[src/rtl/dmd_pkg.sv]
package dmd_pkg;

  typedef enum logic [1:0] {
    ENG_IDLE  = 2'd0,
    ENG_FETCH = 2'd1,
    ENG_MOVE  = 2'd2
  } eng_state_t;

  localparam logic [1:0] PRIO_CH0 = 2'd0;
  localparam logic [1:0] PRIO_CH1 = 2'd1;

  // bytes carried by one local cycle for a width code
  function automatic logic [2:0] beat_bytes(input logic [1:0] wsel);
    case (wsel)
      2'd0:    return 3'd1;
      2'd1:    return 3'd2;
      default: return 3'd4;
    endcase
  endfunction

  // index of the final narrow cycle of a word
  function automatic logic [1:0] last_beat_idx(input logic [1:0] wsel);
    case (wsel)
      2'd0:    return 2'd3;
      2'd1:    return 2'd1;
      default: return 2'd0;
    endcase
  endfunction

  // lane of the word presented on the bus, low bits, upper bits cleared
  function automatic logic [31:0] lane_out(input logic [31:0] w,
                                           input logic [1:0]  wsel,
                                           input logic [1:0]  idx);
    logic [31:0] sh;
    case (wsel)
      2'd0: begin
        sh = w >> {idx, 3'b000};
        return {24'd0, sh[7:0]};
      end
      2'd1: begin
        sh = w >> {idx[0], 4'b0000};
        return {16'd0, sh[15:0]};
      end
      default: return w;
    endcase
  endfunction

  // winner between two channels given the mode and last served channel
  function automatic logic pick_chan(input logic [1:0] req,
                                     input logic [1:0] mode,
                                     input logic       last_served);
    if (!req[1]) return 1'b0;
    if (!req[0]) return 1'b1;
    case (mode)
      PRIO_CH0: return 1'b0;
      PRIO_CH1: return 1'b1;
      default:  return ~last_served;
    endcase
  endfunction

endpackage

[src/rtl/dmd_chan_regs.sv]
module dmd_chan_regs
  import dmd_pkg::*;
#(
  parameter int AW    = 32,
  parameter int CW    = 16,
  parameter bit CH_ID = 1'b0
) (
  input  logic          clk,
  input  logic          rst_n,
  input  logic          cfg_start,
  input  logic          cfg_chan,
  input  logic          cfg_demand,
  input  logic [AW-1:0] cfg_addr,
  input  logic [CW-1:0] cfg_words,
  input  logic          adv,
  input  logic [2:0]    adv_bytes,
  input  logic          word_dec,
  output logic          busy,
  output logic          demand,
  output logic [AW-1:0] addr,
  output logic          done,
  output logic          last_word
);

  logic [CW-1:0] words_left;
  logic          take;

  assign take      = cfg_start && (cfg_chan == CH_ID) && !busy;
  assign last_word = (words_left == CW'(1));

  always_ff @(posedge clk or negedge rst_n) begin
    if (!rst_n) begin
      busy       <= 1'b0;
      demand     <= 1'b0;
      addr       <= '0;
      done       <= 1'b0;
      words_left <= '0;
    end else if (take) begin
      addr       <= cfg_addr;
      words_left <= cfg_words;
      demand     <= cfg_demand;
      done       <= (cfg_words == '0);
      busy       <= (cfg_words != '0);
    end else begin
      if (adv) begin
        addr <= addr + AW'(adv_bytes);
      end
      if (word_dec) begin
        words_left <= words_left - CW'(1);
        if (last_word) begin
          busy <= 1'b0;
          done <= 1'b1;
        end
      end
    end
  end

endmodule

[src/rtl/dmd_arbiter.sv]
module dmd_arbiter
  import dmd_pkg::*;
(
  input  logic       clk,
  input  logic       rst_n,
  input  logic [1:0] req,
  input  logic [1:0] mode,
  input  logic       burst_end,
  input  logic       burst_ch,
  output logic       gnt_any,
  output logic       gnt_ch,
  output logic       last_served
);

  assign gnt_any = |req;
  assign gnt_ch  = pick_chan(req, mode, last_served);

  always_ff @(posedge clk or negedge rst_n) begin
    if (!rst_n) begin
      last_served <= 1'b1;
    end else if (burst_end) begin
      last_served <= burst_ch;
    end
  end

endmodule

[src/rtl/dmd_beat_engine.sv]
module dmd_beat_engine
  import dmd_pkg::*;
(
  input  logic        clk,
  input  logic        rst_n,
  input  logic        gnt_any,
  input  logic        gnt_ch,
  input  logic        src_valid,
  input  logic [31:0] src_data,
  input  logic [1:0]  width_sel,
  input  logic        cur_eligible,
  input  logic        cur_last_word,
  output logic        src_ready,
  output logic        move,
  output logic        cur_ch,
  output logic        beat_last,
  output logic        tc_hit,
  output logic        burst_end,
  output logic [31:0] lane_data
);

  eng_state_t  st;
  logic [31:0] word_q;
  logic [1:0]  beat_idx;

  assign move      = (st == ENG_MOVE);
  assign src_ready = (st == ENG_FETCH);
  assign beat_last = move && (beat_idx == last_beat_idx(width_sel));
  assign tc_hit    = beat_last && cur_last_word;
  assign burst_end = beat_last && (cur_last_word || !cur_eligible);
  assign lane_data = move ? lane_out(word_q, width_sel, beat_idx) : '0;

  always_ff @(posedge clk or negedge rst_n) begin
    if (!rst_n) begin
      st       <= ENG_IDLE;
      cur_ch   <= 1'b0;
      word_q   <= '0;
      beat_idx <= '0;
    end else begin
      case (st)
        ENG_IDLE: begin
          if (gnt_any) begin
            st     <= ENG_FETCH;
            cur_ch <= gnt_ch;
          end
        end
        ENG_FETCH: begin
          if (src_valid) begin
            st       <= ENG_MOVE;
            word_q   <= src_data;
            beat_idx <= '0;
          end
        end
        ENG_MOVE: begin
          if (beat_last) begin
            st <= burst_end ? ENG_IDLE : ENG_FETCH;
          end else begin
            beat_idx <= beat_idx + 2'd1;
          end
        end
        default: st <= ENG_IDLE;
      endcase
    end
  end

endmodule

[src/rtl/dmd_dma_ctrl.sv]
module dmd_dma_ctrl
  import dmd_pkg::*;
#(
  parameter int AW = 32,
  parameter int CW = 16
) (
  input  logic          clk,
  input  logic          rst_n,
  input  logic          cfg_start,
  input  logic          cfg_chan,
  input  logic          cfg_demand,
  input  logic [AW-1:0] cfg_addr,
  input  logic [CW-1:0] cfg_words,
  input  logic [1:0]    prio_mode,
  input  logic [1:0]    lbus_width,
  input  logic [1:0]    dreq_n,
  output logic [1:0]    dack_n,
  input  logic          src_valid,
  input  logic [31:0]   src_data,
  output logic          src_ready,
  output logic          lcl_cyc,
  output logic [AW-1:0] lcl_addr,
  output logic [31:0]   lcl_data,
  output logic [1:0]    done
);

  localparam int NCH = 2;

  logic [NCH-1:0] busy;
  logic [NCH-1:0] demand;
  logic [NCH-1:0] last_word;
  logic [NCH-1:0] eligible;
  logic [AW-1:0]  addr_q [NCH];

  logic cur_ch;
  logic beat_last;
  logic tc_hit;
  logic burst_end;
  logic gnt_any;
  logic gnt_ch;
  logic last_served;
  logic [2:0] step_bytes;

  assign step_bytes = beat_bytes(lbus_width);

  for (genvar g = 0; g < NCH; g++) begin : g_chan
    logic serving;
    assign serving     = lcl_cyc && (cur_ch == 1'(g));
    assign eligible[g] = busy[g] && (!demand[g] || !dreq_n[g]);
    assign dack_n[g]   = !(serving && demand[g]);

    dmd_chan_regs #(.AW(AW), .CW(CW), .CH_ID(1'(g))) u_regs (
      .clk        (clk),
      .rst_n      (rst_n),
      .cfg_start  (cfg_start),
      .cfg_chan   (cfg_chan),
      .cfg_demand (cfg_demand),
      .cfg_addr   (cfg_addr),
      .cfg_words  (cfg_words),
      .adv        (serving),
      .adv_bytes  (step_bytes),
      .word_dec   (serving && beat_last),
      .busy       (busy[g]),
      .demand     (demand[g]),
      .addr       (addr_q[g]),
      .done       (done[g]),
      .last_word  (last_word[g])
    );
  end

  dmd_arbiter u_arb (
    .clk         (clk),
    .rst_n       (rst_n),
    .req         (eligible),
    .mode        (prio_mode),
    .burst_end   (burst_end),
    .burst_ch    (cur_ch),
    .gnt_any     (gnt_any),
    .gnt_ch      (gnt_ch),
    .last_served (last_served)
  );

  dmd_beat_engine u_eng (
    .clk           (clk),
    .rst_n         (rst_n),
    .gnt_any       (gnt_any),
    .gnt_ch        (gnt_ch),
    .src_valid     (src_valid),
    .src_data      (src_data),
    .width_sel     (lbus_width),
    .cur_eligible  (eligible[cur_ch]),
    .cur_last_word (last_word[cur_ch]),
    .src_ready     (src_ready),
    .move          (lcl_cyc),
    .cur_ch        (cur_ch),
    .beat_last     (beat_last),
    .tc_hit        (tc_hit),
    .burst_end     (burst_end),
    .lane_data     (lcl_data)
  );

  assign lcl_addr = lcl_cyc ? addr_q[cur_ch] : '0;

endmodule

[config.mk]
export PLATFORM = sky130hd
export DESIGN_NAME = dmd_dma_ctrl
export DESIGN_NICKNAME = d
export VERILOG_FILES = /design/src/rtl/dmd_pkg.sv /design/src/rtl/dmd_chan_regs.sv /design/src/rtl/dmd_arbiter.sv /design/src/rtl/dmd_beat_engine.sv /design/src/rtl/dmd_dma_ctrl.sv
export SDC_FILE = /design/constraint.sdc
export NUM_CORES = 1
export LEC_CHECK = 0
export ABC_CLOCK_PERIOD_IN_PS = 3750
export BUFFER_PORTS_ARGS = -buffer_cell sky130_fd_sc_hd__buf_2
export CORE_MARGIN = 2
export CORE_UTILIZATION = 54
export CTS_BUF_LIST = sky130_fd_sc_hd__clkbuf_8
export DETAILED_ROUTE_END_ITERATION = 7
export PLACE_DENSITY = 0.77
export RECOVER_POWER = 50
export SYNTH_ARGS = -nofsm -noshare
export SYNTH_HDL_FRONTEND = slang
export SYNTH_SLANG_ARGS = --single-unit
[constraint.sdc]
create_clock -name clk -period 3.75 [get_ports clk]
set_clock_uncertainty 0.2 [all_clocks]
set_input_delay 0.5625 -clock clk [delete_from_list [all_inputs] [get_ports clk]]
set_output_delay 0.5625 -clock clk [all_outputs]
set_load 0.1 [all_outputs]
---- After elaboration in Yosys (flattened, before gate mapping) ----
Index checks and enable logic that the tools add are counted.
Widths: inputs -> output; s select.
cells by class
  bitwise operators ....................... 4
  shifts and indexed selects .............. 2
  mux-type cells .......................... 47
  order comparisons ....................... 2
  $add $sub $neg .......................... 5
  eq/ne operators ......................... 11
  reduce and logical (&&, ||, !) cells .... 45
operators with widths
  kind                   count
  $mux 32                9
  $add 32x3->32          2
  $mux 16                4
  $pmux 32 s2            1
  $eq 16x1->1 const B    2
  $shr 32x5->16          1
  $shr 32x5->8           1
  $sub 16x1->16 const B  2
  $mux 1                 23
  $logic_not 16->1       1
  $reduce_bool 16->1     1
  $logic_and 1x1->1      14
  $reduce_bool 2->1      7
  $mux 2                 5
  $logic_not 1->1        9
  $pmux 2 s2             2
  $reduce_and 2->1       4
  $eq 2x1->1 const B     3
  $logic_not 2->1        3
  $ne 2x2->1 const B     3
  $pmux 2 s3             1
  $pmux 3 s2             1
  $reduce_and 3->1       2
  $logic_or 1x1->1       3
  10 further kinds       12
storage, ports and cells
  word-level logic and storage cells ...... 131
  input bits .............................. 92
  flip-flop bits (word level) ............. 140
  output and inout port bits .............. 70

---- Depth between registers and ports, before layout ----
  word-level depth ........................ 11
  gate-level depth with buffers ........... 12
  depth with buffers taken out ............ 8

---- Hierarchy ----
From an unflattened synthesis, not the netlist that was laid out.
second synthesis, totals
  cells, all modules ...................... 1048
  area, all modules ....................... 8962.3 µm²
modules (own cells, without submodules)
  module                             cells each  area an instance (µm²)  instances  seq. area each (µm²)
  dmd_chan_regs at g_chan[1].u_regs  326         2924.1                  1          1276.2
  dmd_chan_regs at g_chan[0].u_regs  326         2894.0                  1          1276.2
  dmd_beat_engine                    305         2379.8                  1          925.9
  dmd_dma_ctrl                       84          694.4                   1          0.0
  dmd_arbiter                        7           70.1                    1          26.3

---- Worst setup path before layout ----
Ideal clock, no wire load.
  path type ............................... input to output
  start ................................... input port lbus_width[1]
  end ..................................... output port lcl_data[0]
  setup slack ............................. -0.098 ns
  arrival ................................. 3.086 ns
  cell stages on the path ................. 5
  required time ........................... 2.987 ns
  path buffers ............................ 1
  cell sequence ........................... buf_6 nand2b_1 nor3_1 a22oi_1 a31oi_1
on the way
  cells in the longest elaborated chain, start to end .. 3
  elaborated cells on any way between the ends .. 4
  those cells by class .................... eq/ne: 1; mux: 2; reduce/logical: 1
RTL lines
  what                                           line                   text
  start, declared                                dmd_dma_ctrl.sv:15     input logic [1:0] lbus_width,
  $eq 2x1->1 or $logic_not 2->1 (tied branches)  dmd_pkg.sv:35          case (wsel)
  $pmux 32 s2 *                                  dmd_pkg.sv:35
  $mux 32 *                                      dmd_beat_engine.sv:31  assign lane_data = move ? lane_out(word_q, width_sel, beat_idx) : '0;
  end, declared                                  dmd_dma_ctrl.sv:23     output logic [31:0] lcl_data,
Every way passes the cells marked *; elsewhere a longest branch is shown, timed or not.

---- Worst setup path in the final report ----
  start ................................... input port lbus_width[1]
  end ..................................... output port lcl_data[3]
The elaborated chain is that of the path after synthesis.

==> reports/summary.txt <==
CTS tree = built
#FFs+latches synth = 140
Reg clk slew, reported paths = 80 ps
Core ar. = 15800 um2
vias in the first global route = 7460
Slew @ Worst Pin = 2120 ps
synth cell count leaders = nand2_1 (152), dfrtp_1 (139), nor2_1 (77), o21ai_1 (55), xor2_1 (47)
register-to-register setup slack = 790 ps
First-pass DRT Iterations = 7
CTS Buf Count = 17
crit path max fanout = 23
outcome = complete, but fails checks
NetSw = 4.14 mW
cells after synthesis = 974
Synth Warn # = 0
clk buf depth = 2
Fin. Hold Viols = 0
Req. time, crit path = 2990 ps
Ports = 162
startpoint of the worst-slack reg-to-reg timing path = u_eng.st[1]
leakage = 4.29 nW
gr ovfl total = 0
Vias/cell = 5.85
dpl ws = 418 ps
Seq pwr share = 38.4%
worst setup path startpoint = lbus_width[1]
top-area cell type share of the netlist area = 40.3%
internal power = 4.24 mW
# rows = 46
post-route antenna net violation count = 0
most area-consuming cells after synthesis = dfrtp_1 (40%), nand2_1 (6.6%), mux2_2 (4.8%)
top_reg_cell synth = dfrtp_1
# diodes = 0
Setup CP Type = primary input to primary output
Port Buffers = 161
r2r worst-path depth = 5
CTS sink cnt = 140
DP HPWL = 16.8 mm
die area = 17000 um2
Crit path arrival time = 2630 ps
fmax = 0.295 GHz
largest net degree at the start of global routing = 90
Root Buffer = clkbuf_8
Initial Util = 54.7%
Vias = 7800
Avg Inst Size Synth = 8.85 um2
cell taking the most area after synthesis = dfrtp_1
die width = 130 um
Clock power frac = 13.9%
CTS H-tree depth = 4
setup TNS = 0 ps
Critical R2R Capture = u_eng.beat_idx[0]
failing checks = capacitance limit, slew limit
CP startpoint kind = primary input
Post-Place Cell Area = 9750 um2
Slew HR = -41.5%
# nets final = 1209
critical path endpoint category = primary output
worst setup path end = lcl_data[3]
top-count cell post-synth = nand2_1
Pwr Density = 829 nW/um2
sequential area share after synthesis = 40.6%
Placer Congestion = 0.894
crit share post-route = 90.4%
total track usage = 28.3%
design area = 10100 um2
post-synth cell types = 66
share of power burned in combinational logic = 47.7%
fill count = 1397
synthesis-to-layout area growth = 17.2%
unrepaired setup endpoints after global routing = false
max-slew violations = 206
Tmin final = 3390 ps
Die Height = 130 um
share of cells above drive strength 1 = 23.0%
fin worst setup slack = 359 ps
sw frac = 49.4%
first-pass GRT wire length = 37.9 mm
# setup viols final = 0
drt wl/cell = 17.6 um
VDD IR max = 0.657 mV
Iteration-0 DRC Markers = 585
post-layout util = 64.1%
Total Power = 8.38 mW
Post-CTS Resized = 0
Async S/R FF share, synth = 100%
HP Class = primary input to flip-flop
initial antenna violation count = 1
Cell Area, Synth = 8620 um2
drt drc = 0
latest clock arrival within the worst-skew pair = 450 ps
Synth Net Count = 1076
number of synthesized flops with an enable pin = 0
total routed wirelength = 23.4 mm
# Max-Cap Violations = 3
==> repair_timing <==
action                    in CTS  in global routing
buffers inserted               0                  0
hold buffers                   1                  0
hold endpoints to repair      12                  0
==> metal layers <==
layer / track usage, % / wire length [um] / up-vias
met4: 8.82 / 339 / 2
met5: 0 / 13 / -
met1: 39.2 / 10300 / 3742
met3: 5.58 / 1670 / 31
li1: - / - / 3711
met2: 45.4 / 11200 / 314
==> layout make-up <==
class                   count  area (um2)  area share [%]
inverters                  11        41.3           0.409
clock inverters             7        66.3           0.656
repair buffers            177        1100            10.9
clock buffers              22         303            3.00
multi-input cells         760        4820            47.7
well taps                 216         270            2.67
flip-flops and latches    140        3510            34.7
==> layout by cell type, fill, tap and decap left out, drive strengths merged, types with 26 or more instances in the layout <==
master / n
nor4: 32
nand3: 40
xnor2: 43
nor2: 78
nand2: 152
mux2i: 34
nand4: 29
buf: 172
clkbuf: 26
xor2: 47
mux2: 37
o21ai: 89
dfrtp: 139
==> state kept, by name, indices dropped and copies added, names as in the netlist <==
| register | count |
|---|---|
| g_chan.u_regs.words_left | 32 |
| u_eng.word_q | 32 |
| u_eng.beat_idx | 2 |
| g_chan.u_regs.demand | 2 |
| g_chan.u_regs.busy | 2 |
| g_chan.u_regs.addr | 64 |
| u_arb.last_served | 1 |
| u_eng.st | 2 |
| g_chan.u_regs.done | 2 |
| u_eng.cur_ch | 1 |
==> worst max-delay path, stage by stage <==
cell and delay (ps):
buf_2 230, buf_4 260, nand2b_1 170, nor3_1 640
a221oi_1 190, nor2_1 130, buf_2 430
==> power groups by stage <==
stage	clock (mW)	combinational, mW	sequential [mW]
6_report	1.16	4.00	3.22
3_3_place_gp	0	3.90	3.18
2_1_floorplan	0	3.37	2.84
3_5_place_dp	0	3.99	3.21
4_1_cts	1.18	4.00	3.20
5_1_grt	1.25	4.31	3.34
==> cell families (layout without fill, tap and decap cells) <==
family	after synthesis	count (layout)	share of synthesized area, %
AND/OR/NAND/NOR	430	430	25.1
AO/OA/AOI/OAI	156	156	10.6
flip-flops	140	140	40.6
XOR/XNOR	90	90	9.14
buffers and inverters	74	217	3.82
multiplexers	71	71	8.78
adder cells (fa/ha/maj)	13	13	1.97
==> per-stage QoR <==
stage / hold WS [ps] / instances
5_1_grt: 130 / 1333
6_report: 133 / 1333
2_1_floorplan: 66.9 / 974
3_5_place_dp: 299 / 1303
4_1_cts: 117 / 1333
3_3_place_gp: 292 / 1303
==> how the worst min path moves through the flow <==
stage / depth (start not counted) / slack (ps) / endpoint / start
after CTS: 3 / 120 / g_chan[1].u_regs.demand / cfg_demand
after global routing: 2 / 130 / u_eng.word_q[19] / src_data[19]
after floorplan: 0 / 70 / g_chan[0].u_regs.addr[0] / rst_n
final: 3 / 130 / g_chan[0].u_regs.demand / cfg_demand
after global placement: 2 / 290 / g_chan[1].u_regs.demand / g_chan[1].u_regs.demand
after detailed placement: 2 / 300 / g_chan[1].u_regs.demand / g_chan[1].u_regs.demand
Power figures use the tool's default switching activity.
